===== src/rtl/dsg_pkg.sv =====
package dsg_pkg;

    typedef enum logic [2:0] {
        PH_OFF,
        PH_VSYNC,
        PH_VBACK,
        PH_ACTIVE,
        PH_VFRONT
    } vphase_e;

    // Vertical phase of a line number; sync lines take priority over the window.
    function automatic vphase_e classify_line(
        input logic [19:0] line,
        input logic [19:0] vs_len,
        input logic [19:0] win_start,
        input logic [19:0] win_end
    );
        if (line < vs_len)
            return PH_VSYNC;
        else if (line < win_start)
            return PH_VBACK;
        else if (line < win_end)
            return PH_ACTIVE;
        else
            return PH_VFRONT;
    endfunction

endpackage


===== src/rtl/dsg_line_ctr.sv =====
module dsg_line_ctr #(
    parameter int LP_W = 18,
    parameter int CW   = 20
) (
    input  logic            clk,
    input  logic            rst_n,
    input  logic            adv,
    input  logic [LP_W-1:0] period,
    output logic [LP_W-1:0] hcnt,
    output logic            line_end
);
    logic [CW-1:0] inc;
    logic          wrap;

    assign inc      = {{(CW-LP_W){1'b0}}, hcnt} + CW'(1);
    assign wrap     = inc >= {{(CW-LP_W){1'b0}}, period};
    assign line_end = adv && wrap;

    always_ff @(posedge clk or negedge rst_n) begin
        if (!rst_n)
            hcnt <= '0;
        else if (!adv || wrap)
            hcnt <= '0;
        else
            hcnt <= inc[LP_W-1:0];
    end
endmodule


===== src/rtl/dsg_frame_fsm.sv =====
module dsg_frame_fsm
    import dsg_pkg::*;
#(
    parameter int FP_W  = 16,
    parameter int VSW_W = 18,
    parameter int CW    = 20
) (
    input  logic             clk,
    input  logic             rst_n,
    input  logic             sync_on,
    input  logic             line_end,
    input  logic [FP_W-1:0]  frame_period,
    input  logic [VSW_W-1:0] vsync_width,
    input  logic [CW-1:0]    vwin_start,
    input  logic [CW-1:0]    vwin_end,
    output logic [FP_W-1:0]  vcnt,
    output vphase_e          phase
);
    vphase_e         ph_nxt;
    logic [FP_W-1:0] v_nxt;
    logic [CW-1:0]   vinc;
    logic [FP_W-1:0] v_wrapped;
    logic [CW-1:0]   vsw_ext;

    assign vinc      = {{(CW-FP_W){1'b0}}, vcnt} + CW'(1);
    assign v_wrapped = (vinc >= {{(CW-FP_W){1'b0}}, frame_period}) ? '0 : vinc[FP_W-1:0];
    assign vsw_ext   = {{(CW-VSW_W){1'b0}}, vsync_width};

    // Next-state logic: enter, sync_done, wait_done, lines_done, wrap, stop
    always_comb begin
        v_nxt  = vcnt;
        ph_nxt = phase;
        unique case (phase)
            PH_OFF: begin
                v_nxt  = '0;
                ph_nxt = classify_line('0, vsw_ext, vwin_start, vwin_end);
            end
            PH_VSYNC, PH_VBACK, PH_ACTIVE, PH_VFRONT: begin
                v_nxt  = line_end ? v_wrapped : vcnt;
                ph_nxt = classify_line({{(CW-FP_W){1'b0}}, v_nxt},
                                       vsw_ext, vwin_start, vwin_end);
            end
            default: begin
                v_nxt  = '0;
                ph_nxt = PH_OFF;
            end
        endcase
        if (!sync_on) begin
            v_nxt  = '0;
            ph_nxt = PH_OFF;
        end
    end

    always_ff @(posedge clk or negedge rst_n) begin
        if (!rst_n) begin
            phase <= PH_OFF;
            vcnt  <= '0;
        end else begin
            phase <= ph_nxt;
            vcnt  <= v_nxt;
        end
    end
endmodule


===== src/rtl/dsg_out_stage.sv =====
module dsg_out_stage
    import dsg_pkg::*;
#(
    parameter int LP_W = 18,
    parameter int FP_W = 16,
    parameter int CW   = 20
) (
    input  logic            clk,
    input  logic            rst_n,
    input  logic            sync_on,
    input  logic            run,
    input  vphase_e         phase,
    input  logic [LP_W-1:0] hcnt,
    input  logic [FP_W-1:0] vcnt,
    input  logic [CW-1:0]   hsw_len,
    input  logic [CW-1:0]   hwin_start,
    input  logic [CW-1:0]   hwin_end,
    output logic            hs_a,
    output logic            vs_a,
    output logic            de_a,
    output logic            fs_a
);
    logic [CW-1:0] hx;
    logic          hs_n, vs_n, de_n, fs_n;
    logic          in_hwin;

    assign hx      = {{(CW-LP_W){1'b0}}, hcnt};
    assign in_hwin = (hx >= hwin_start) && (hx < hwin_end);

    always_comb begin
        hs_n = 1'b0;
        vs_n = 1'b0;
        de_n = 1'b0;
        fs_n = 1'b0;
        unique case (phase)
            PH_OFF: ;
            PH_VSYNC: begin
                hs_n = hx < hsw_len;
                vs_n = 1'b1;
                fs_n = (vcnt == '0) && (hcnt == '0);
            end
            PH_VBACK, PH_VFRONT: begin
                hs_n = hx < hsw_len;
            end
            PH_ACTIVE: begin
                hs_n = hx < hsw_len;
                de_n = run && in_hwin;
            end
            default: ;
        endcase
        if (!sync_on) begin
            hs_n = 1'b0;
            vs_n = 1'b0;
            de_n = 1'b0;
            fs_n = 1'b0;
        end
    end

    always_ff @(posedge clk or negedge rst_n) begin
        if (!rst_n) begin
            hs_a <= 1'b0;
            vs_a <= 1'b0;
            de_a <= 1'b0;
            fs_a <= 1'b0;
        end else begin
            hs_a <= hs_n;
            vs_a <= vs_n;
            de_a <= de_n;
            fs_a <= fs_n;
        end
    end
endmodule


===== src/rtl/dotclk_sync_gen.sv =====
module dotclk_sync_gen
    import dsg_pkg::*;
#(
    parameter int LP_W     = 18,
    parameter int FP_W     = 16,
    parameter int VSW_W    = 18,
    parameter int HWT_W    = 12,
    parameter int VWT_W    = 16,
    parameter int HV_W     = 18,
    parameter int AL_W     = 16,
    parameter bit WIDE_HSW = 1'b1,
    localparam int HSW_W   = WIDE_HSW ? 14 : 8,
    localparam int CW      = 20
) (
    input  logic             clk,
    input  logic             rst_n,
    input  logic             sync_on,
    input  logic             run,
    input  logic [LP_W-1:0]  line_period,
    input  logic [FP_W-1:0]  frame_period,
    input  logic [HSW_W-1:0] hsync_width,
    input  logic [VSW_W-1:0] vsync_width,
    input  logic [HWT_W-1:0] h_wait,
    input  logic [VWT_W-1:0] v_wait,
    input  logic [HV_W-1:0]  h_valid,
    input  logic [AL_W-1:0]  act_lines,
    input  logic             pol_hs_high,
    input  logic             pol_vs_high,
    input  logic             pol_de_high,
    input  logic             dclk_fall_sel,
    output logic             hsync_o,
    output logic             vsync_o,
    output logic             de_o,
    output logic             pix_req_o,
    output logic             frame_start_o,
    output logic             dclk_fall_o
);
    vphase_e         phase;
    logic [LP_W-1:0] hcnt;
    logic [FP_W-1:0] vcnt;
    logic            line_end;
    logic            adv;
    logic            hs_a, vs_a, de_a, fs_a;
    logic [CW-1:0]   hsw_len, hwin_start, hwin_end, vwin_start, vwin_end;

    // Width of the hsync field depends on the variant
    generate
        if (WIDE_HSW) begin : g_hsw_wide
            assign hsw_len = {{(CW-14){1'b0}}, hsync_width[13:0]};
        end else begin : g_hsw_narrow
            assign hsw_len = {{(CW-8){1'b0}}, hsync_width[7:0]};
        end
    endgenerate

    assign hwin_start = {{(CW-HWT_W){1'b0}}, h_wait};
    assign hwin_end   = hwin_start + {{(CW-HV_W){1'b0}}, h_valid};
    assign vwin_start = {{(CW-VWT_W){1'b0}}, v_wait};
    assign vwin_end   = vwin_start + {{(CW-AL_W){1'b0}}, act_lines};

    assign adv = sync_on && (phase != PH_OFF);

    dsg_line_ctr #(.LP_W(LP_W), .CW(CW)) u_line (
        .clk      (clk),
        .rst_n    (rst_n),
        .adv      (adv),
        .period   (line_period),
        .hcnt     (hcnt),
        .line_end (line_end)
    );

    dsg_frame_fsm #(.FP_W(FP_W), .VSW_W(VSW_W), .CW(CW)) u_frame (
        .clk          (clk),
        .rst_n        (rst_n),
        .sync_on      (sync_on),
        .line_end     (line_end),
        .frame_period (frame_period),
        .vsync_width  (vsync_width),
        .vwin_start   (vwin_start),
        .vwin_end     (vwin_end),
        .vcnt         (vcnt),
        .phase        (phase)
    );

    dsg_out_stage #(.LP_W(LP_W), .FP_W(FP_W), .CW(CW)) u_out (
        .clk        (clk),
        .rst_n      (rst_n),
        .sync_on    (sync_on),
        .run        (run),
        .phase      (phase),
        .hcnt       (hcnt),
        .vcnt       (vcnt),
        .hsw_len    (hsw_len),
        .hwin_start (hwin_start),
        .hwin_end   (hwin_end),
        .hs_a       (hs_a),
        .vs_a       (vs_a),
        .de_a       (de_a),
        .fs_a       (fs_a)
    );

    assign hsync_o       = pol_hs_high ? hs_a : ~hs_a;
    assign vsync_o       = pol_vs_high ? vs_a : ~vs_a;
    assign de_o          = pol_de_high ? de_a : ~de_a;
    assign pix_req_o     = de_a;
    assign frame_start_o = fs_a;
    assign dclk_fall_o   = dclk_fall_sel;
endmodule


===== config.mk =====
export PLATFORM = sky130hd
export DESIGN_NAME = dotclk_sync_gen
export DESIGN_NICKNAME = d
export VERILOG_FILES = /design/src/rtl/dsg_pkg.sv /design/src/rtl/dsg_line_ctr.sv /design/src/rtl/dsg_frame_fsm.sv /design/src/rtl/dsg_out_stage.sv /design/src/rtl/dotclk_sync_gen.sv
export SDC_FILE = /design/constraint.sdc
export NUM_CORES = 1
export LEC_CHECK = 0
export CELL_PAD_IN_SITES_DETAIL_PLACEMENT = 0
export CELL_PAD_IN_SITES_GLOBAL_PLACEMENT = 1
export CORE_ASPECT_RATIO = 1.5
export CORE_UTILIZATION = 36
export DETAILED_ROUTE_END_ITERATION = 8
export PLACE_DENSITY = 0.87
export SYNTH_ARGS = -nofsm -noshare
export SYNTH_HDL_FRONTEND = slang
export SYNTH_HIERARCHICAL = 1
export SYNTH_SLANG_ARGS = --single-unit

===== constraint.sdc =====
create_clock -name clk -period 5.4 [get_ports clk]
set_clock_uncertainty 0.15 [all_clocks]
set_input_delay 1.62 -clock clk [delete_from_list [all_inputs] [get_ports clk]]
set_output_delay 1.62 -clock clk [all_outputs]
set_load 0.005 [all_outputs]

==> results of run 1 <==
## per-layer routing
layer	track usage, %	up-vias
met1	23.4	3832
li1	-	4128
met5	0	-
met3	2.05	77
met4	14.0	0
met2	45.7	245
## stage by stage
| step | worst slack, ns | setup TNS (ns) | hold slack (ns) | cell area, um^2 |
|---|---|---|---|---|
| after floorplan | 0.00393 | 0 | 0.360 | 7820 |
| after global routing | -0.287 | -0.758 | 0.509 | 11000 |
| final | -0.0792 | -0.152 | 0.464 | 11000 |
| after global placement | -0.588 | -1.69 | 0.459 | 10200 |
| after detailed placement | -0.658 | -1.99 | 0.460 | 10200 |
| after CTS | 0.0115 | 0 | 0.464 | 10700 |
## layout make-up
class	count	area share, %
tap	268	3.06
clock inverter	1	0.274
inverter	166	5.71
multi-input combinational	807	59.8
clock buffer	7	1.30
sequential	41	9.42
timing repair buffer	251	20.5
## registers in the layout, indices dropped and copies added (netlist names)
signal,cells
u_frame/phase,3
u_frame/vcnt,16
u_line/hcnt,18
u_out/de_a,1
u_out/fs_a,1
u_out/hs_a,1
u_out/vs_a,1
## timing repair
action / in CTS / in global routing
endpoints found under the setup margin: 3 / 3
resized for setup: 101 / 44
hold endpoints to repair: 0 / 0
buffers inserted: 8 / 4
pin swaps: 32 / 35
## cells in the final DEF, fill, tap and decap left out, types with 4 or more instances in the layout
cell type	synthesis	final
inv_1	166	152
ha_1	161	139
clkdlybuf4s50_1	0	120
buf_4	1	105
a21oi_1	69	67
nand2_1	58	57
nor2_1	47	47
nand3_1	40	39
xnor2_1	39	37
dfrtp_1	41	37
o21ai_0	39	34
nor2b_1	33	33
nand4_1	31	31
conb_1	1	27
nor4_1	24	24
nor3_1	30	24
a21o_1	22	22
ha_4	0	20
and3_1	20	17
a211oi_1	23	15
o21ai_1	12	14
xor2_1	16	14
buf_6	1	13
inv_2	0	13
o211ai_1	9	9
a211oi_2	1	8
nand2b_1	7	7
dlygate4sd2_1	0	7
and2_1	5	5
clkbuf_16	0	5
and4_1	8	5
nor3_2	0	5
o21bai_1	4	4
o21a_1	4	4
buf_2	3	4
o22ai_2	0	4
dfrtp_2	0	4
## final timing paths
| check | start | to | slack, ns | cells past startpoint |
|---|---|---|---|---|
| worst max-delay path | line_period[9] | u_frame/phase[1] | -0.08 | 21 |
| min in group asynchronous | rst_n | u_line/hcnt[5] | 1.34 | 1 |
| max in group asynchronous | rst_n | u_line/hcnt[2] | 3.12 | 1 |
| worst max register to register | u_line/hcnt[3] | u_frame/phase[1] | 0 | 23 |
| worst min-delay path | u_frame/vcnt[6] | u_out/fs_a | 0.46 | 3 |
| worst min register to register | u_frame/vcnt[6] | u_out/fs_a | 0.46 | 3 |
## logic make-up (layout without fill, tap and decap cells)
logic type | count (synthesis) | count (layout) | synth area share (%)
other | 1 | 27 | 0.0489
multiplexers | 3 | 3 | 0.408
adder cells (fa/ha/maj) | 163 | 163 | 26.8
AND/OR/NAND/NOR | 327 | 327 | 23.4
XOR/XNOR | 56 | 56 | 6.49
flip-flops | 41 | 41 | 13.4
buffers and inverters | 181 | 425 | 9.05
AO/OA/AOI/OAI | 231 | 231 | 20.5
## report_power, final
group | leakage [uW] | internal (uW) | switching [uW]
logic | 0.00480 | 298 | 310
clock network | 0.0000841 | 231 | 123
registers | 0.000561 | 312 | 4.42
total | 0.00545 | 841 | 438
## worst reg2reg max path: cells and delay by family, from the launching register on
| family | cells | cell delay, ns |
|---|---|---|
| compound gates | 7 | 1.21 |
| flops | 1 | 0.42 |
| buf+inv | 2 | 0.31 |
| xor+xnor | 1 | 0.21 |
| fa+ha+maj | 2 | 0.43 |
| simple gates | 11 | 2.55 |
==> impl_metrics.py, run 1 <==
metrics = {
    "outcome": {
        "status": "complete, but fails checks",
        "violations": "negative setup slack",
    },
    "routing": {
        "drc": 0,
        "wl_met2_um": 13600,
        "num_vias": 8282,
        "drt_iter0_drc": 247,
        "drt_wl_total_um": 25600,
        "antenna_left": 0,
        "drtPass1Iterations": 4,
        "wl_per_cell_um": 16.6,
        "top_layer": "met4",
        "met1Wirelength_um": 9380,
        "via_per_inst": 5.37,
        "wl_met3_um": 1010,
    },
    "flow_run": {
        "max_cap_viol_count": 0,
    },
    "critical_path": {
        "cp_cell_sequence": "buf_6 -> inv_2 -> ha_4 -> nand4_1 -> or3_1 -> o21a_1 -> o211ai_1 -> and2_1 -> nand4b_1 -> a21oi_4 -> nand4_1 -> buf_6 -> buf_6 -> nor3_4 -> a21o_1 -> ha_4 -> nand4_1 -> or4_4 -> a2111oi_4 -> o21ai_1 -> a41o_1",
        "cp-start-kind": "input port",
        "cpPeakStageDelay_ns": 0.57,
        "worstPathBufferInverterCount": 4,
        "slowest_stage": "or4_4",
        "required_ns": 5.43,
        "cp_max_fo": 6,
        "crit_family": "simple AND/OR/NAND/NOR gates",
        "worstSetupPathType": "input port to register",
        "crit_arrival_ns": 5.51,
        "worstSetupEndpointType": "register",
    },
    "cts": {
        "clk_latency_ns": 0.29,
        "cts-root-buf": "clkbuf_16",
        "numCtsBuffers": 5,
        "cts_tree": "done",
        "cts_hold_buf": 0,
        "htreeDepth": 2,
        "cts_buffer_depth": 2,
        "cts_sinks": 41,
        "clkTransAtPathRegs_ns": 0.06,
    },
    "sta": {
        "setup_slack_ns": -0.0792,
        "slew_headroom_pct": 36.1,
        "hold_violations": 0,
        "max_freq_mhz": 183,
        "worst_pin_slew_ns": 0.959,
        "period_share_pct": 101,
        "rsz0062_at_grt": "true",
        "final-setup-viol-count": 2,
        "period_minus_slack_ns": 5.48,
        "finalMaxSlewViolations": 0,
    },
    "global_route": {
        "grt_pass1_wl_um": 40500,
        "antenna_found_initial": 0,
        "grt_overflow": 0,
        "grtUsageTotal_pct": 23.5,
        "grt_start_max_net_pins": 42,
        "grt_pass1_vias": 8446,
    },
    "pwr": {
        "p_total_uw": 1280,
        "p_leak_uw": 0.00545,
        "power-per-cell-area_mw_per_mm2": 117,
        "ir_drop_mv": 0.0944,
    },
    "synth": {
        "syn_area_per_cell_um2": 7.65,
        "yosysTopAreaCellShare_pct": 26.3,
        "synth_most_common_cell": "inv_1",
        "yosys_register_bits": 41,
        "yosys.area.top_type": "ha_1",
        "yosys_most_used_dff": "dfrtp_1",
        "yosysSeqAreaShare_pct": 13.4,
        "netlist_area_mm2": 0.00767,
        "yosys-top-cells-count": "inv_1, ha_1, a21oi_1, nand2_1, nor2_1",
        "synth_cell_types": 77,
        "yosysWarnings": 6,
        "synthTopCellsByArea": "ha_1, dfrtp_1, inv_1, a21oi_1, xnor2_1",
        "synth_edf_count": 0,
        "synth-async-reset-ratio_pct": 100,
        "synthCells": 1003,
    },
    "hold_path": {
        "hold_path.class": "register to register",
    },
    "cells_and_area": {
        "diodes": 0,
        "syn_to_final_growth_pct": 42.7,
        "nets": 1571,
        "regArea_mm2": 0.00103,
        "multi_input_area_mm2": 0.00655,
        "fill_cells": 1981,
        "final_cells": 1541,
        "drive_above_1_share_pct": 18.4,
        "postLayoutCoreUtil_pct": 52.2,
    },
    "die": {
        "dieHeight_um": 181,
        "core_mm2": 0.0210,
        "start_util_pct": 36.6,
        "die_w_um": 121,
        "rows": 65,
        "dieArea_mm2": 0.0219,
        "boundaryPins": 142,
    },
    "placement": {
        "port_buffers": 139,
        "gp_congestion": 0.952,
        "dp_cells": 1523,
        "hpwlAfterDp_um": 21400,
    },
}
Note: power is estimated with default switching activity, not from simulation.
==> run 2, diff against run 1 <==
Settings changed: GPL_ROUTABILITY_DRIVEN from default to 0.
==> impl_metrics.py, run 2 (synthesized netlist as in run 1, its figures left out) <==
metrics = {
    "die": {
        "die_w_um": 121,
        "boundaryPins": 142,
        "rows": 65,
        "dieArea_mm2": 0.0219,
        "start_util_pct": 36.6,
        "dieHeight_um": 181,
        "core_mm2": 0.0210,
    },
    "global_route": {
        "grt_start_max_net_pins": 42,
        "grt_pass1_vias": 8145,
        "grt_overflow": 0,
        "antenna_found_initial": 0,
        "grt_pass1_wl_um": 38900,
        "grtUsageTotal_pct": 22.6,
    },
    "cts": {
        "htreeDepth": 2,
        "cts_hold_buf": 0,
        "cts-root-buf": "clkbuf_16",
        "clkTransAtPathRegs_ns": 0.06,
        "cts_buffer_depth": 2,
        "clk_latency_ns": 0.29,
        "cts_sinks": 41,
        "cts_tree": "done",
        "numCtsBuffers": 5,
    },
    "pwr": {
        "p_leak_uw": 0.00541,
        "ir_drop_mv": 0.0912,
        "power-per-cell-area_mw_per_mm2": 112,
    },
    "sta": {
        "finalMaxSlewViolations": 0,
        "rsz0062_at_grt": "true",
        "hold_ws_ns": 0.470,
        "hold_violations": 0,
        "period_share_pct": 99.7,
        "period_minus_slack_ns": 5.38,
        "max_freq_mhz": 186,
        "worst_pin_slew_ns": 0.961,
        "final-setup-viol-count": 0,
        "setup_tns_ns": 0,
        "slew_headroom_pct": 36.0,
    },
    "critical_path": {
        "path_depth": 23,
        "reg2reg_depth": 25,
        "slowest_stage": "or3_1",
        "cp-endpoint": "u_frame/phase[1]",
        "worstSetupEndpointType": "register",
        "worstPathBufferInverterCount": 4,
        "cp_cell_sequence": "buf_6 -> inv_4 -> ha_4 -> nand4_1 -> or3_1 -> o21a_1 -> o211ai_1 -> and2_4 -> nand4b_1 -> a21oi_4 -> nand4_1 -> buf_4 -> buf_6 -> o21ai_2 -> a21o_1 -> ha_4 -> a211oi_4 -> a211oi_2 -> and3_1 -> o31ai_2 -> a21oi_2 -> o21ai_1 -> a41o_1",
        "required_ns": 5.48,
        "crit_path_start": "line_period[6]",
        "cp-start-kind": "input port",
        "cp_max_fo": 5,
        "crit_arrival_ns": 5.46,
        "cpPeakStageDelay_ns": 0.39,
        "worstSetupPathType": "input port to register",
        "r2r-end": "u_frame/phase[1]",
        "r2r-start": "u_line/hcnt[2]",
        "crit_family": "compound AO/OA/AOI/OAI gates",
        "r2r_slack_ns": 0.12,
    },
    "cells_and_area": {
        "fin_area_mm2": 0.0109,
        "nets": 1566,
        "diodes": 0,
        "largest_reg_flops": 18,
        "drive_above_1_share_pct": 18.6,
        "reg.largest.list": "u_line/hcnt: 18 flops, u_frame/vcnt: 16 flops, u_frame/phase: 3 flops",
        "regMostFlops": "u_line/hcnt",
        "syn_to_final_growth_pct": 42.2,
        "final_cells": 1535,
        "final_common_cell": "inv_1",
        "postLayoutCoreUtil_pct": 52.0,
        "layout.cells.most_common_list": "inv_1, ha_1, clkdlybuf4s50_1, buf_4, a21oi_1",
    },
    "placement": {
        "hpwlAfterDp_um": 20800,
        "dp_cells": 1518,
        "place_area_mm2": 0.0102,
        "port_buffers": 139,
    },
    "routing": {
        "drt_iter0_drc": 347,
        "drtPass1Iterations": 7,
        "drt_wl_total_um": 25100,
        "antenna_left": 0,
        "wl_per_cell_um": 16.3,
        "num_vias": 8187,
        "drc": 0,
        "via_per_inst": 5.33,
    },
    "flow_run": {
        "max_cap_viol_count": 0,
    },
    "outcome": {
        "status": "finished clean",
    },
    "hold_path": {
        "hold_path.class": "register to register",
    },
}
## run 2: cell count changes in the layout (fill, tap and decap cells not counted), sizes merged
cell / change
bufinv: -1
clkbuf: +3
clkdlybuf4s15: -2
buf: -6
## run 2: area by class of cell
type | count | area (um^2)
fillers | 2035 | 10100
multi-input cells | 807 | 6580
repair buffers | 246 | 2190
flip-flops and latches | 41 | 1030
inverters | 166 | 626
well taps | 268 | 335
clock buffers | 7 | 143
## run 2: repair_timing
| action | CTS | global route |
|---|---|---|
| setup endpoints to repair | 3 | 3 |
| setup buffers | 9 | 1 |
| cloned | 1 | 0 |
| gates resized for setup | 93 | 62 |
| pin swaps | 16 | 22 |
## run 2: how the worst min path moves through the flow
stage,from,end,slack (ns),cells past startpoint
2_1_floorplan,u_frame/phase[1],u_out/vs_a,0.36,1
3_3_place_gp,u_frame/phase[1],u_out/vs_a,0.45,1
3_5_place_dp,u_frame/phase[1],u_out/vs_a,0.45,1
4_1_cts,u_frame/phase[1],u_out/vs_a,0.46,1
5_1_grt,u_frame/phase[1],u_out/vs_a,0.52,1
6_report,u_frame/phase[1],u_out/vs_a,0.47,1
## run 2: per-layer routing
metal	track usage, %	routed length (um)	vias up
met5	0	0	-
met4	12.6	1520	0
met3	2.05	1010	77
met2	43.8	13200	245
met1	22.9	9380	3744
li1	-	-	4121
## run 2: where the power goes
part	internal, uW	leakage, uW	switching, uW
registers	312	0.000563	4.11
logic	297	0.00478	308
clock network	181	0.0000700	117
## run 2: per-stage QoR
stage               worst slack [ns]  power, uW
finish                        0.0157       1220
global placement              -0.672        883
CTS                          -0.0163       1210
global route                  -0.220       1300
floorplan                    0.00393        630
detailed placement            -0.745        892
